**config.mk**
```make
export PLATFORM = sky130hd
export DESIGN_NAME = board_mem_decode
export DESIGN_NICKNAME = d
export VERILOG_FILES = /design/src/rtl/mdec_pkg.sv /design/src/rtl/mdec_region.sv /design/src/rtl/mdec_mem.sv /design/src/rtl/mdec_io.sv /design/src/rtl/mdec_wait.sv /design/src/rtl/board_mem_decode.sv
export SDC_FILE = /design/constraint.sdc
export NUM_CORES = 1
export LEC_CHECK = 0
export BUFFER_PORTS_ARGS = -buffer_cell sky130_fd_sc_hd__buf_2
export CAP_MARGIN = 20
export CORE_AREA = 2 2 39 41
export DETAILED_ROUTE_END_ITERATION = 8
export DIE_AREA = 0 0 41 43
export HOLD_SLACK_MARGIN = 0.1
export PLACE_DENSITY = 0.73
export SLEW_MARGIN = 20
export SYNTH_ARGS = -nofsm -noshare
export SYNTH_HDL_FRONTEND = slang
export SYNTH_SLANG_ARGS = --single-unit
export TNS_END_PERCENT = 50
```
**constraint.sdc**
```tcl
create_clock -name clk -period 1.93 [get_ports clk]
set_input_delay 0.0965 -clock clk [delete_from_list [all_inputs] [get_ports clk]]
set_output_delay 0.0965 -clock clk [all_outputs]
set_load 0.01 [all_outputs]
```
**src/rtl/mdec_pkg.sv**
```systemverilog
package mdec_pkg;

    localparam int ADDR_W = 16;

    localparam logic [ADDR_W-1:0] MON_LO  = 16'h0000;
    localparam logic [ADDR_W-1:0] ASM_LO  = 16'h1000;
    localparam logic [ADDR_W-1:0] HOLE_LO = 16'h3000;
    localparam logic [ADDR_W-1:0] RAM_LO  = 16'h4000;
    localparam logic [ADDR_W-1:0] TOP_LO  = 16'h6000;

    typedef enum logic [2:0] {
        RGN_MON  = 3'd0,
        RGN_ASM  = 3'd1,
        RGN_HOLE = 3'd2,
        RGN_RAM  = 3'd3,
        RGN_OFF  = 3'd4
    } region_e;

    typedef enum logic [1:0] {
        INH_NONE   = 2'b00,
        INH_DRIVE  = 2'b01,
        INH_SAMPLE = 2'b10,
        INH_SPARE  = 2'b11
    } inh_mode_e;

    typedef struct packed {
        logic mon;
        logic asm_rom;
        logic ram;
    } mem_sel_t;

    typedef struct packed {
        logic wr;
        logic byte_op;
        logic odd;
        logic refresh;
    } xfer_t;

    function automatic region_e region_of(input logic [ADDR_W-1:0] a);
        if (a < ASM_LO)       return RGN_MON;
        else if (a < HOLE_LO) return RGN_ASM;
        else if (a < RAM_LO)  return RGN_HOLE;
        else if (a < TOP_LO)  return RGN_RAM;
        else                  return RGN_OFF;
    endfunction

    function automatic logic in_board_space(input logic [ADDR_W-1:0] a);
        return a < TOP_LO;
    endfunction

    function automatic logic [1:0] ram_lanes(input xfer_t x);
        if (x.refresh || !x.wr || !x.byte_op) return 2'b11;
        return x.odd ? 2'b10 : 2'b01;
    endfunction

endpackage

```
**src/rtl/mdec_region.sv**
```systemverilog
module mdec_region
    import mdec_pkg::*;
(
    input  logic [ADDR_W-1:0] addr,
    output region_e           region,
    output logic              board_space
);
    always_comb begin
        region      = region_of(addr);
        board_space = in_board_space(addr);
    end
endmodule

```
**src/rtl/mdec_mem.sv**
```systemverilog
module mdec_mem
    import mdec_pkg::*;
(
    input  region_e    region,
    input  logic       mem_req,
    input  logic       blocked,
    input  xfer_t      xfer,
    output mem_sel_t   sel,
    output logic [1:0] lanes
);
    logic rom_ok;
    logic ram_hit;

    always_comb begin
        rom_ok  = mem_req && !blocked && !xfer.refresh;
        ram_hit = mem_req && !blocked && (xfer.refresh || region == RGN_RAM);

        sel.mon     = rom_ok && (region == RGN_MON);
        sel.asm_rom = rom_ok && (region == RGN_ASM);
        sel.ram     = ram_hit;

        if (sel.mon || sel.asm_rom) lanes = 2'b11;
        else if (sel.ram)           lanes = ram_lanes(xfer);
        else                        lanes = 2'b00;
    end
endmodule

```
**src/rtl/mdec_io.sv**
```systemverilog
module mdec_io #(
    parameter int IO_PORTS = 16,
    parameter int IDX_W    = 10
) (
    input  logic                io_req,
    input  logic [IDX_W-1:0]    port_idx,
    output logic [IO_PORTS-1:0] io_sel
);
    for (genvar k = 0; k < IO_PORTS; k++) begin : g_port
        assign io_sel[k] = io_req && (port_idx == IDX_W'(k));
    end
endmodule

```
**src/rtl/mdec_wait.sv**
```systemverilog
module mdec_wait (
    input  logic clk,
    input  logic rst,
    input  logic t2_end,
    input  logic wait_en,
    input  logic any_sel,
    output logic wait_req
);
    always_ff @(posedge clk) begin
        if (rst) wait_req <= 1'b0;
        else     wait_req <= t2_end && wait_en && any_sel;
    end
endmodule

```
**src/rtl/board_mem_decode.sv**
```systemverilog
module board_mem_decode
    import mdec_pkg::*;
#(
    parameter int IO_PORTS = 16,
    parameter int IO_MSB   = 11,
    parameter int IO_LSB   = 2
) (
    input  logic                clk,
    input  logic                rst,
    input  logic [15:0]         addr,
    input  logic                mem_req,
    input  logic                io_req,
    input  logic                wr,
    input  logic                byte_op,
    input  logic                refresh,
    input  logic                t2_end,
    input  logic                wait_en,
    input  logic [1:0]          inh_mode,
    input  logic                inh_in_n,
    output logic                sel_mon,
    output logic                sel_asm,
    output logic                sel_ram,
    output logic [1:0]          lane_en,
    output logic                inh_out_n,
    output logic                inh_oe,
    output logic                wait_req,
    output logic [IO_PORTS-1:0] io_sel
);
    localparam int IDX_W = IO_MSB - IO_LSB + 1;

    region_e   region;
    logic      board_space;
    logic      blocked;
    inh_mode_e mode;
    mem_sel_t  sel;
    xfer_t     xfer;

    assign mode    = inh_mode_e'(inh_mode);
    assign blocked = (mode == INH_SAMPLE) && !inh_in_n;
    assign xfer    = '{wr: wr, byte_op: byte_op, odd: addr[0], refresh: refresh};

    mdec_region u_region (
        .addr        (addr),
        .region      (region),
        .board_space (board_space)
    );

    mdec_mem u_mem (
        .region  (region),
        .mem_req (mem_req),
        .blocked (blocked),
        .xfer    (xfer),
        .sel     (sel),
        .lanes   (lane_en)
    );

    mdec_io #(.IO_PORTS(IO_PORTS), .IDX_W(IDX_W)) u_io (
        .io_req   (io_req),
        .port_idx (addr[IO_MSB:IO_LSB]),
        .io_sel   (io_sel)
    );

    mdec_wait u_wait (
        .clk      (clk),
        .rst      (rst),
        .t2_end   (t2_end),
        .wait_en  (wait_en),
        .any_sel  (sel.mon || sel.asm_rom || sel.ram),
        .wait_req (wait_req)
    );

    assign sel_mon   = sel.mon;
    assign sel_asm   = sel.asm_rom;
    assign sel_ram   = sel.ram;
    assign inh_oe    = (mode == INH_DRIVE);
    assign inh_out_n = !((mode == INH_DRIVE) && mem_req && board_space);


    sel_onehot_chk: assert property (@(posedge clk) disable iff (rst)
        $onehot0({sel_mon, sel_asm, sel_ram}));


    refresh_rom_off_chk: assert property (@(posedge clk) disable iff (rst)
        refresh |-> (!sel_mon && !sel_asm));


    inhibit_block_chk: assert property (@(posedge clk) disable iff (rst)
        (inh_mode == 2'b10 && !inh_in_n) |-> (lane_en == 2'b00 && !sel_ram));


    byte_write_lane_chk: assert property (@(posedge clk) disable iff (rst)
        (sel_ram && wr && byte_op && !refresh) |-> ($countones(lane_en) == 1));


    wait_cause_chk: assert property (@(posedge clk) disable iff (rst)
        $rose(wait_req) |-> ($past(t2_end) && $past(wait_en)));


    io_gate_chk: assert property (@(posedge clk) disable iff (rst)
        !io_req |-> (io_sel == '0));


    io_onehot_chk: assert property (@(posedge clk) disable iff (rst)
        $onehot0(io_sel));
endmodule

```
==> run metrics <==
unrepaired setup endpoints after global routing false; die outline area 0.00176 mm2; DR vias 548; Net Count, Synth 79; yosys warns 0; port bufs 50; synth unique cells 18; max reg flops 1; I/O pin cnt 52; CP cell instances buf_2 -> nor4_4 -> or3b_4 -> nor2_1 -> buf_2; HP Class input port to flop; Pleak 0.302 nW; max cap viols 0; Biggest register u_wait.wait_req; slowest CP cell or3b_4; Critical Path RT 1.83 ns; Final Net Count 131; final setup violation count 0; first-pass GRT wire length 1310 um; final antenna-violating net count 0; Rel. slew slack 59.5%; n_diodes 0; Initial Util 21.3%; Critical Path Max Stage Delay 0.44 ns; Min Hold Slack 0.272 ns; hold_buf cts 0; final hold viol count 0; sequential element share of the synthesized area 6.78%; critical path startpoint category input port; DR DRC count 0; outcome finished clean; pwr/cell area 165 mW/mm2; commonest non-fill, non-tap cell in the layout buf_2; Cells after DPL 117; Final period util 68.1%; via density per instance 4.68; post-synthesis register bit count 1; row cnt 14; largest registers u_wait.wait_req: 1 flops; post-CTS setup buffers 0; starting DRC count in detailed routing 5; Layout Cells excl Fill 117; Syn Inst Count 51; critical path endpoint category output port; CTS clk-pin slew, worst paths 0 ns; cts repair resizes 0; total grt overflow 0; Final Critical Period 1.31 ns; largest net degree at the start of global routing 6; antenna violations before repair 0; Worst-Margin Slew 0.600 ns; drt pass-1 iters 3; post-DP HPWL 967 um; fin area 566 um2; Final Util 40.9%; final wirelength 1090 um; Placeable Area 0.00138 mm2; vias in the first global route 409; RePlAce Congestion 0.661; Cell Area, Synth 295 um2; die span in x 41 um; total global-route track usage 9.89%; area grow syn2layout 91.5%; commonest non-fill, non-tap cells in the layout 50 x buf_2, 19 x nor2_1, 6 x nand2_1, 4 x a21oi_1, 4 x nor3_1; CP max FO 4; fmax 761 MHz; placed inst area 566 um2; layout cell share with drive strength beyond 1 52.5%; setup_tns 0 ns; VDD IR max 0.0606 mV; Max Slew Vio Count 0; syn_area_per_cell 5.79 um2; CP Class input port to output port; CP dominant cell by count buf_2; WP data arrival 1.22 ns; die height 43 um; wire per inst 9.32 um
[cells in the mapped netlist]
cell type / instances / share of area [%]
o311ai_0: 1 / 3.0
inv_1: 1 / 1.3
dfxtp_1: 1 / 6.8
nand2_1: 6 / 7.6
nor4bb_1: 1 / 3.4
a21oi_1: 4 / 6.8
nor4_4: 1 / 7.2
nor2_1: 19 / 24
xnor2_1: 1 / 3.0
nand3_1: 2 / 3.4
nor4b_1: 1 / 3.0
nor3_1: 4 / 6.8
nand2b_1: 2 / 4.2
nand4b_1: 1 / 3.0
or3b_4: 1 / 3.8
or3b_2: 1 / 3.0
nand3b_1: 3 / 7.6
nor2b_1: 1 / 2.1
[final timing paths]
check	startpoint	endpoint	slack, ns	cells past startpoint
worst max-delay path	addr[7]	io_sel[4]	0.62	5
worst min-delay path	rst	u_wait.wait_req$_SDFF_PP0_	0.27	2
[report_power, final]
group | leakage, nW | total, mW | switching (mW) | internal, mW
registers | 0.00810 | 0.0216 | 0.0000721 | 0.0215
logic | 0.294 | 0.0717 | 0.0354 | 0.0364
clock network | 0 | 0 | 0 | 0
total | 0.302 | 0.0933 | 0.0354 | 0.0579
[worst max-delay path: cells and delay by family]
family,cells,cell delay (ns)
buf+inv,2,0.24
simple gates,3,0.87
[routing by layer]
metal | global-route usage (%) | share of wire, % | up-vias
li1 | - | - | 279
met1 | 8.23 | 35 | 218
met2 | 22.5 | 45 | 51
met3 | 0.524 | 20 | 0
met4 | 0 | 0 | 0
met5 | 0 | 0 | -
[per-stage QoR]
| stage | total power [mW] | setup WS, ns |
|---|---|---|
| final | 0.0933 | 0.616 |
| after global routing | 0.101 | 0.561 |
| after CTS | 0.0933 | 0.612 |
| after detailed placement | 0.0932 | 0.616 |
| after global placement | 0.0916 | 0.624 |
| after floorplan | 0.0481 | 0.826 |
[logic make-up (layout without fill, tap and decap cells)]
kind of cell / after synthesis / in the layout / synth area share, %
XOR/XNOR: 1 / 1 / 2.97
AO/OA/AOI/OAI: 5 / 5 / 9.75
AND/OR/NAND/NOR: 43 / 43 / 79.2
flip-flops: 1 / 1 / 6.78
buffers and inverters: 1 / 51 / 1.27
[cell type report]
type / count / area [um2]
Inverter: 1 / 3.75
Timing Repair Buffer: 50 / 250
Fill cell: 144 / 818
Multi-Input combinational cell: 49 / 272
Tap cell: 16 / 20.0
Sequential cell: 1 / 20.0
Note: power is estimated with default switching activity, not from simulation.
